===== config.mk =====
export PLATFORM = sky130hd
export DESIGN_NAME = bank_window_map
export DESIGN_NICKNAME = d
export VERILOG_FILES = /design/src/rtl/bank_window_map.sv
export SDC_FILE = /design/constraint.sdc
export NUM_CORES = 1
export LEC_CHECK = 0
export BUFFER_PORTS_ARGS = -buffer_cell sky130_fd_sc_hd__buf_2
export CORE_MARGIN = 5
export CORE_UTILIZATION = 40
export CTS_BUF_LIST = sky130_fd_sc_hd__clkbuf_2
export CTS_CLUSTER_DIAMETER = 40
export DETAILED_ROUTE_END_ITERATION = 8
export GPL_ROUTABILITY_DRIVEN = 0
export HOLD_SLACK_MARGIN = 0.12
export PLACE_DENSITY = 0.79
export SYNTH_ARGS = -nofsm -noshare
export SYNTH_HDL_FRONTEND = slang
export SYNTH_SLANG_ARGS = --single-unit

===== constraint.sdc =====
create_clock -name clk -period 6.95 [get_ports clk]
set_clock_uncertainty 0.15 [all_clocks]
set_input_delay 1.39 -clock clk [delete_from_list [all_inputs] [get_ports clk]]
set_output_delay 1.39 -clock clk [all_outputs]
set_load 0.02 [all_outputs]

===== src/rtl/bank_window_map.sv =====
module bank_window_map #(
  parameter int ADDR_W = 20,
  parameter int WIN_BITS = 13,
  parameter int OFF_W = 16,
  parameter int DATA_W = 16,
  parameter logic [ADDR_W-1:0] WIN_FIXED = 20'hC0000,
  parameter logic [ADDR_W-1:0] WIN_SEL_MASK = 20'h1E000
) (
  input  logic              clk,
  input  logic              rst_n,
  input  logic              cfg_valid,
  input  logic [ADDR_W-1:0] cfg_base,
  output logic [ADDR_W-1:0] win_base,
  output logic              win_en,
  output logic              cfg_err,
  input  logic              req,
  input  logic              req_we,
  input  logic [ADDR_W-1:0] req_base,
  input  logic [OFF_W-1:0]  req_woff,
  input  logic [DATA_W-1:0] req_wdata,
  output logic              req_ready,
  output logic              odd_off,
  output logic [DATA_W-1:0] rdata,
  output logic              rd_valid,
  output logic              bank_wr,
  output logic [ADDR_W-WIN_BITS:0] bank_wdata,
  output logic              mem_en,
  output logic              mem_we,
  output logic [WIN_BITS-1:0] mem_addr,
  output logic [DATA_W-1:0] mem_wdata,
  input  logic [DATA_W-1:0] mem_rdata
);
  localparam int BANK_W = ADDR_W - WIN_BITS;

  logic [ADDR_W-1:0] byte_addr;
  logic [BANK_W-1:0] bank_calc, bank_q;
  logic              bank_vld, hit, base_ok, cfg_take, switch_bank;

  assign byte_addr   = req_base + ADDR_W'({req_woff, 1'b0});
  assign bank_calc   = byte_addr[ADDR_W-1:WIN_BITS];
  assign base_ok     = (cfg_base & ~WIN_SEL_MASK) == WIN_FIXED;
  assign hit         = bank_vld && (bank_q == bank_calc);
  assign cfg_take    = cfg_valid && base_ok;
  assign switch_bank = req && !cfg_valid && !hit;

  assign bank_wr    = cfg_take || switch_bank;
  assign bank_wdata = {1'b1, cfg_take ? {BANK_W{1'b0}} : bank_calc};

  assign req_ready = req && !cfg_valid && hit;
  assign mem_en    = req_ready;
  assign mem_we    = req_ready && req_we;
  assign mem_addr  = byte_addr[WIN_BITS-1:0];
  assign mem_wdata = req_wdata;
  assign odd_off   = req && byte_addr[0];
  assign rdata     = mem_rdata;

  always_ff @(posedge clk) begin
    if (!rst_n) begin
      bank_vld <= 1'b0;
      bank_q   <= '0;
      win_base <= '0;
      win_en   <= 1'b0;
      cfg_err  <= 1'b0;
      rd_valid <= 1'b0;
    end else begin
      rd_valid <= mem_en && !req_we;
      if (cfg_valid) begin
        if (base_ok) begin
          win_base <= cfg_base;
          win_en   <= 1'b1;
          cfg_err  <= 1'b0;
          bank_q   <= '0;
          bank_vld <= 1'b1;
        end else begin
          cfg_err <= 1'b1;
        end
      end else if (switch_bank) begin
        bank_q   <= bank_calc;
        bank_vld <= 1'b1;
      end
    end
  end

  p_switch_caches_r4: assert property (@(posedge clk) disable iff (!rst_n)
    (req && !cfg_valid && bank_wr) |=> (bank_vld && bank_q == $past(bank_calc)));

  p_cfg_bank0_r8: assert property (@(posedge clk) disable iff (!rst_n)
    (cfg_valid && base_ok) |=> (bank_vld && bank_q == '0 && win_en));

  p_reject_keeps_r7: assert property (@(posedge clk) disable iff (!rst_n)
    (cfg_valid && !base_ok) |=> (cfg_err && $stable(win_base) && $stable(win_en)));

  p_read_valid_r10: assert property (@(posedge clk) disable iff (!rst_n)
    (mem_en && !mem_we) |=> rd_valid);

  p_no_rewrite_r3: assert property (@(posedge clk) disable iff (!rst_n)
    (req && !cfg_valid && bank_wr) |=> (!($stable(req_base) && $stable(req_woff) && req && !cfg_valid) || !bank_wr));

  p_odd_flag_r9: assert property (@(posedge clk) disable iff (!rst_n)
    (mem_en && mem_addr[0]) |-> odd_off);
endmodule


# --- Yosys cells after proc, flatten, opt, wreduce, memory -nomap -nowiden ---
# Index checks and enable logic that the tools add are counted.
totals:
  word_cells: 33
  rom_bits: 0
  reg_bits: 31
  in_bits: 93
  out_inout_bits: 81
  latchBits: 0
  mem_bits_rw: 0
  memories: 0
classes:
  eq_ne: 3
  n_bitwise: 0
  reduce_logical: 15
  mux: 8
  shifts: 0
  mul: 0
  n_div: 0
  add_sub_neg: 1
  order_cmp: 0
op_table:
  columns: ["cell", "n"]
  rows:
  - ["2-to-1 mux 7 bit", 4]
  - ["adder 20 x 17 -> 20 bit", 1]
  - ["== test 16 bit, second input constant", 1]
  - ["logical AND 1 bit", 8]
  - ["== test 7 bit", 1]
  - ["2-to-1 mux 1 bit", 4]
  - ["AND reduction 2 bit", 2]
  - ["logical NOT 1 bit", 3]
  - ["!= test 2 x 1 -> 1 bit, second input constant", 1]
  - ["nonzero test 2 bit", 1]
  - ["logical OR 1 bit", 1]

# --- Logic depth before layout (Yosys ltp) ---
# Gate-level depths: netlist of the first run.
logic_depth:
  word_depth: 7
  depth_mapped: 12
  mapped_depth_nobuf: 11

# --- Worst setup path after synthesis of the first run ---
# No wires, ideal clock.
synth_path:
  path_kind: "input -> output"
  startpoint: "input port req_base[1]"
  endpoint: "output port mem_we"
  path_buffers: 0
  t_arrival_ns: 3.909
  path_stages: 11
  required_time_ns: 5.410
  setup_slack_ns: 1.501
  cell_sequence: "ha_1 > fa_1 > a211oi_2 > o21ai_1 > a211oi_1 > o31a_2 > xnor3_2 > a21oi_1 > nand4_1 > nor2_1 > and2_1"
synth_between:
  elab_chain_cells: 5
synth_lines:
  columns: ["item", "line_no", "text"]
  rows:
  - ["from (decl)", "18", "input logic [ADDR_W-1:0] req_base,"]
  - ["adder 20 x 17 -> 20 bit", "39", "assign byte_addr = req_base + ADDR_W'({req_woff, 1'b0});"]
  - ["== test 7 bit", "42", "assign hit = bank_vld && (bank_q == bank_calc);"]
  - ["logical AND 1 bit", "42", null]
  - ["logical AND 1 bit", "49", "assign req_ready = req && !cfg_valid && hit;"]
  - ["net mem_en", "27", "output logic mem_en,"]
  - ["logical AND 1 bit", "51", "assign mem_we = req_ready && req_we;"]
  - ["to (decl)", "28", "output logic mem_we,"]
# The timed path passes the listed nets, and every way through them passes these cells.

# --- Final worst setup path of the first run ---
layout_path:
  startpoint: "input port req_base[1]"
  endpoint: "output port bank_wr"
layout_between:
  elab_chain_cells: 6
layout_lines:
  columns: ["item", "line_no", "text"]
  rows:
  - ["adder 20 x 17 -> 20 bit", "39", null]
  - ["== test 7 bit", "42", null]
  - ["logical AND 1 bit", "42", null]
  - ["logical NOT 1 bit", "44", "assign switch_bank = req && !cfg_valid && !hit;"]
  - ["logical AND 1 bit", "44", null]
  - ["logical OR 1 bit", "46", "assign bank_wr = cfg_take || switch_bank;"]
  - ["to (decl)", "25", "output logic bank_wr,"]
# No other way between the ends.

==> results by group, run 1 <==
Yosys
  • Synth warnings: 0
  • Ys flop type: dfxtp_1
  • Dominant cells by area after synthesis: dfxtp_1, buf_4, ha_1, and2_1, mux2i_1
  • Syn avg cell area: approximately 8.6 um^2
  • Async SR Flop Fraction: 0%
  • Share of the synthesized area in the top cell type: 25.5%
  • Sequential share of the synthesized area: roughly a quarter
  • Cell taking the most area after synthesis: dfxtp_1
  • Post-synthesis instance area: 2440 um^2
  • Mapped Nets: 394
  • Syn Inst Count: 284
  • Synthesis-stage register bit count: 31
  • Synth unique cells: between 50 and 60
  • Number of synthesized flops with an enable pin: 0

STA
  • Pins Over Slew Limit: 0
  • Setup violations, final: 0
  • Post-Route Setup TNS: 0 ns
  • Normalized max-slew margin: 52.7%
  • Final hold vios: 0
  • Setup repair after global routing missed its margin: false
  • Worst setup slack after layout: 1.21 ns
  • Final Critical Period: ~5.7 ns
  • Period Utilization, post-route: between 80% and 90%
  • Worst-Margin Slew: 0.709 ns
  • Fmax: 174 MHz

Power
  • PD cells: 177 nW/um^2
  • Clock Power Share: 24.8%
  • Comb power frac: between 30% and 40%
  • Switching Fraction: approximately 36%
  • VDD IR max: 0.000133 V
  • Share of total power in sequential cells: 36.3%
  • NetSw: approximately 180 uW
  • Pleak: between 1 and 1.5 nW
  • P_int: 323 uW

Run
  • Max Cap Viol: 0

Placement
  • Post-DP HPWL: 5200 um
  • Port Buffers: 108
  • DP Worst Slack: about 1.2 ns

Status
  • Status: completed

Finish
  • # nets final: 466
  • Area Growth Syn to Fin: 16.9%
  • Ratio of cells with drive above 1 in the final layout: 37.3%
  • Diodes inserted: 0
  • Fill cell count: 594

Die
  • Vert. Die Dim: between 80 and 90 um
  • Core area: 5920 um^2
  • Die W: 88.1 um
  • Initial core utilization: 41.2%
  • IO Pins: 174
  • Row count: 28
  • Die area: 7750 um^2

Global route
  • Grt ovf: 0
  • Global-route wire length before repair: a little under 10000 um
  • Initial antenna violation count: 0
  • Gr usage total: 15.6%
  • Vias in the first global route: 2251
  • Largest net degree at the start of global routing: 19

Clock network
  • CTS tree: built
  • Post-CTS Setup Inserts: 0
  • CTS clk-pin slew, worst paths: 0.16 ns
  • Total clock sinks: 31
  • Clk Latency, worst-skew pair: 0.36 ns
  • Post-CTS Hold Fix Bufs: 0
  • Htree depth: 2
  • CTS resizes: 0
  • Clk buf depth: 2
  • Total clock buffers created by CTS: 5
  • Root buf cell: clkbuf_2

Critical path
  • Cell repeated most along the worst path: buf_2
  • CP Data Required Time: 5.41 ns
  • Max incr delay on CP: 0.59 ns
  • CP arrival: 4.20 ns
  • Cells along the critical path: buf_2 > ha_1 > fa_1 > a211oi_2 > o211ai_1 > nand2_1 > or4b_2 > o31ai_1 > nor4_1 > nand4_1 > a31o_1 > buf_2
  • CP max-delay cell: or4b_2
  • Maximum fanout along the worst path: 8
  • WS Path Type: primary input to output pin
  • Crit. End Element: output pin
  • Crit start category: primary input

Min path
  • HP Class: register to register

Detailed routing
  • Mean routed wirelength per cell: 14.5 um
  • Routed wire length: 6270 um
  • DRC violations left: 0
  • Via density: just over 5
  • Via count: 2203
  • Antenna-violating nets left: 0
  • Initial DRC Count: slightly below 100
  • DR pass1 iterations: 4
[logic make-up after synthesis]
kind of cell | Yosys count | synth area share, %
compound gates | 64 | 18.4
xor+xnor | 24 | 9.80
fa+ha+maj | 17 | 9.03
buf+inv | 48 | 13.2
flops | 31 | 25.5
mux | 10 | 4.11
other cells | 1 | 0.154
simple gates | 89 | 19.9
[critical path: cells and delay by family]
kind	cells	cell delay, ns
buffers and inverters	2	0.35
AOI/OAI and AO/OA	4	0.89
adders and majority gates	2	0.65
and+or+nand+nor	4	0.91
[metrics by stage]
stage | util, % | cells | total power [mW] | area [um^2] | hold slack, ns
5_1_grt | 48.1 | 432 | 0.539 | 2850 | 0.350
2_1_floorplan | - | 284 | 0.349 | 2440 | 0.285
4_1_cts | 48.1 | 432 | 0.510 | 2850 | 0.330
6_report | 48.1 | 432 | 0.504 | 2850 | 0.326
3_5_place_dp | 47.0 | 424 | 0.383 | 2780 | 0.288
3_3_place_gp | 47.0 | 424 | 0.380 | 2780 | 0.287
[layout by cell type, fill, tap and decap left out, types with 10 or more instances in the layout]
master	Yosys	final
ha_1	16	16
buf_2	2	108
xor2_1	11	11
nand2_1	20	20
and2_1	18	18
a21oi_1	19	19
xnor2_1	11	11
dfxtp_1	31	31
nor2_1	16	16
mux2i_1	10	10
o21ai_0	10	10
[final timing paths]
check	cells after the start	slack (ns)	startpoint	endpoint
worst max-delay path	12	1.21	req_base[1]	bank_wr
worst min-delay path	2	0.33	bank_q[1]	bank_q[1]
worst max register to register	9	4.63	bank_q[5]	bank_vld
worst min register to register	2	0.33	bank_q[1]	bank_q[1]
[area by class of cell]
type	count	area, um^2	share of cell area (%)
clock buffers	5	25.0	0.878
clock inverters	3	43.8	1.54
inverters	4	15.0	0.527
multi-input cells	205	1500	52.8
flip-flops and latches	31	621	21.8
well taps	75	93.8	3.29
repair buffers	109	548	19.2
[Yosys cell counts (2+ instances only)]
cell and count:
o211ai_1 5, nand2_1 20, a211oi_1 2, and2_1 18
inv_1 4, clkbuf_1 6, xor2_1 11, a21o_1 3
a21oi_1 19, xnor2_1 11, nor3_1 2, nor2_1 16
a211oi_2 2, nand3_1 3, nand2b_1 6, dfxtp_1 31
o21a_1 7, nor2b_1 7, o21ai_0 10, nand4_1 5
mux2i_1 10, o211a_1 2, ha_1 16, nor4_1 3
buf_4 35, buf_2 2
[registers in the layout, summed over array words and instances, names as in the netlist]
signal and cells:
win_en 1, bank_vld 1, rd_valid 1, cfg_err 1, win_base 20, bank_q 7
[power by group through the flow]
stage                     Combinational (mW)  Sequential, mW  Clock (mW)
after floorplan                        0.163           0.186           0
after global placement                 0.193           0.186           0
after detailed placement               0.197           0.186           0
after CTS                              0.197           0.183       0.130
after global routing                   0.216           0.183       0.140
final                                  0.196           0.183       0.125
[per-layer routing]
metal  routed length, um  vias up  track usage [%]
li1                    -     1105                -
met3                 596       25             6.59
met4                 121        0             4.95
met5                   0        -                0
met1                2370      987             15.7
met2                3180       86             28.9
Power figures use the tool's default switching activity.
==> inputs of run 2 (changes only) <==
--- a/config.mk
+++ b/config.mk
@@ -7,13 +7,13 @@
 export LEC_CHECK = 0
 export BUFFER_PORTS_ARGS = -buffer_cell sky130_fd_sc_hd__buf_2
 export CORE_MARGIN = 5
-export CORE_UTILIZATION = 40
+export CORE_UTILIZATION = 38
 export CTS_BUF_LIST = sky130_fd_sc_hd__clkbuf_2
 export CTS_CLUSTER_DIAMETER = 40
 export DETAILED_ROUTE_END_ITERATION = 8
 export GPL_ROUTABILITY_DRIVEN = 0
 export HOLD_SLACK_MARGIN = 0.12
-export PLACE_DENSITY = 0.79
+export PLACE_DENSITY = 0.78
 export SYNTH_ARGS = -nofsm -noshare
 export SYNTH_HDL_FRONTEND = slang
 export SYNTH_SLANG_ARGS = --single-unit
==> constraint.sdc (replaced) <==
create_clock -name clk -period 4.6 [get_ports clk]
set_clock_uncertainty 0.15 [all_clocks]
set_input_delay 0.92 -clock clk [delete_from_list [all_inputs] [get_ports clk]]
set_output_delay 0.92 -clock clk [all_outputs]
set_load 0.02 [all_outputs]
==> run 2 against run 1 <==
Net effect:
- clock power shrank 6%
- routed wire length is 2.6% lower
- power increased by 41%
- largest power group unchanged
- critical endpoint is now mem_we
- hold slack worse by 0.0053 ns
- register-to-register slack worse by 2.5 ns
- count of clock-buffer cells in the layout is 1 higher
- via count rose by 1.6%
- global-route usage shrank 2.2 points
- critical path depth up 1
- final area rose by 4.0%
- combinational power grew 61%
- first-iteration DRC count shrank 41%
==> results by group, run 2 (synthesis results as in run 1) <==
Critical path
  • Cell repeated most along the worst path: buf_6
  • CP max-delay cell: fa_2
  • Cells along the critical path: buf_6 > ha_4 > fa_2 > a211oi_4 > o211ai_1 > a21oi_2 > nor3_2 > a31o_2 > nor4_2 > nand4_1 > nor2_4 > and2_4 > buf_6
  • WS Path Type: primary input to output pin
  • Maximum fanout along the worst path: 4
  • Crit start category: primary input
  • CP arrival: 3.47 ns
  • CP Data Required Time: about 3.5 ns
  • Max incr delay on CP: 0.38 ns
  • Crit. End Element: output pin

Global route
  • Grt met2 use: 21.2%
  • Global-route wire length before repair: 9380 um
  • Met1 Track Usage GR: about 16%
  • GR peak layer: met2
  • Initial antenna violation count: 0
  • M3 GR Usage: roughly 5.8%
  • Vias in the first global route: between 2000 and 2500
  • Gr usage total: 13.4%
  • Grt ovf: 0
  • Largest net degree at the start of global routing: 19

Die
  • Die area: 8120 um^2
  • Vert. Die Dim: 90.1 um
  • Core area: 6280 um^2
  • IO Pins: 174
  • Initial core utilization: 38.8%
  • Die W: ~90 um
  • Row count: 29

Detailed routing
  • Routed wire length: 6110 um
  • DRC violations left: 0
  • DR pass1 iterations: 4
  • Initial DRC Count: 58
  • Antenna-violating nets left: 0
  • Mean routed wirelength per cell: 13.9 um
  • Via count: about 2200
  • Via density: 5.09

STA
  • Pins Over Slew Limit: 0
  • Setup repair after global routing missed its margin: true
  • Normalized max-slew margin: 50.1%
  • Setup violations, final: 0
  • Final hold vios: 0
  • Fmax: 220 MHz
  • Period Utilization, post-route: between 90% and 100%
  • Worst-Margin Slew: 0.747 ns
  • Final Critical Period: about 4.5 ns
  • Post-Route Setup TNS: 0 ns

Clock network
  • Total clock sinks: 31
  • CTS clk-pin slew, worst paths: 0.14 ns
  • Total clock buffers created by CTS: 5
  • Htree depth: 2
  • Root buf cell: clkbuf_2
  • CTS tree: built
  • Clk buf depth: 2
  • Clk Latency, worst-skew pair: 0.34 ns
  • Post-CTS Hold Fix Bufs: 0

Min path
  • HP Class: register to register

Finish
  • Register bank with the most flops: win_base
  • Max reg flops: 20
  • Area Growth Syn to Fin: 21.7%
  • Sequential cell area: 621 um^2
  • Most common cell after layout, fill and taps aside: buf_2
  • Fill cell count: 618
  • Design area: 2970 um^2
  • Biggest regs: win_base: 20 flops, bank_q: 7 flops
  • # nets final: 474
  • Ratio of cells with drive above 1 in the final layout: approximately 41%
  • Diodes inserted: 0
  • Commonest non-fill, non-tap cells in the layout: buf_2, dfxtp_1, nand2_1
  • Area occupied by multi-input gates: 1580 um^2

Placement
  • Placement Cell Area: 2820 um^2
  • Port Buffers: ~110
  • Post-DP HPWL: about 5000 um

Power
  • PD cells: 239 nW/um^2
  • VDD IR max: 0.000154 V
  • Pleak: 1.41 nW

Status
  • Status: completed

Run
  • Max Cap Viol: 0
run 2: timing repair:
| item | in CTS | in global routing |
|---|---|---|
| pin swaps | 1 | 12 |
| cloned | 0 | 0 |
| resized for setup | 1 | 19 |
| setup endpoints to repair | 1 | 4 |
| hold endpoints to repair | 0 | 0 |
| setup buffers | 0 | 3 |
run 2: through the flow:
stage / hold slack (ns) / utilization, % / total power, mW / setup WS (ns) / instances
after floorplan: 0.285 / - / 0.527 / 0.0907 / 284
after global routing: 0.340 / 47.2 / 0.760 / -0.0748 / 440
after detailed placement: 0.290 / 44.9 / 0.581 / -0.0379 / 431
after CTS: 0.323 / 45.5 / 0.701 / 0.000956 / 437
final: 0.320 / 47.2 / 0.709 / 0.0642 / 440
after global placement: 0.287 / 44.9 / 0.577 / 0.00670 / 431
run 2: final timing paths:
kind,from,endpoint,slack (ns),cells after the start
min reg2reg,win_base[9],win_base[9],0.32,1
max reg2reg,bank_q[5],bank_vld,2.16,10
max,req_base[1],mem_we,0.06,13
min,win_base[9],win_base[9],0.32,1
run 2: worst max-delay path, delay by kind of cell:
family / cells / cell delay (ns)
fa+ha+maj: 2 / 0.53
compound gates: 4 / 0.92
buf+inv: 2 / 0.21
simple gates: 5 / 0.90
run 2: final cells by class:
class                           count  area share, %
Clock buffer                        6           1.01
Tap cell                           77           3.25
Timing Repair Buffer              117           21.1
Multi-Input combinational cell    205           53.2
Sequential cell                    31           20.9
Inverter                            4          0.506
run 2: report_power, final:
group / leakage (nW) / total [mW] / switching, mW / internal [mW]
sequential: 0.251 / 0.276 / 0.00285 / 0.273
clock: 0.0249 / 0.118 / 0.0835 / 0.0345
combinational: 1.14 / 0.315 / 0.181 / 0.134
total: 1.41 / 0.709 / 0.268 / 0.441
run 2: metal layers:
| layer | share of wire (%) | wire, um |
|---|---|---|
| met5 | 0 | 0 |
| met4 | 1.6 | 99 |
| met3 | 11 | 656 |
| met2 | 45 | 2770 |
| met1 | 42 | 2590 |
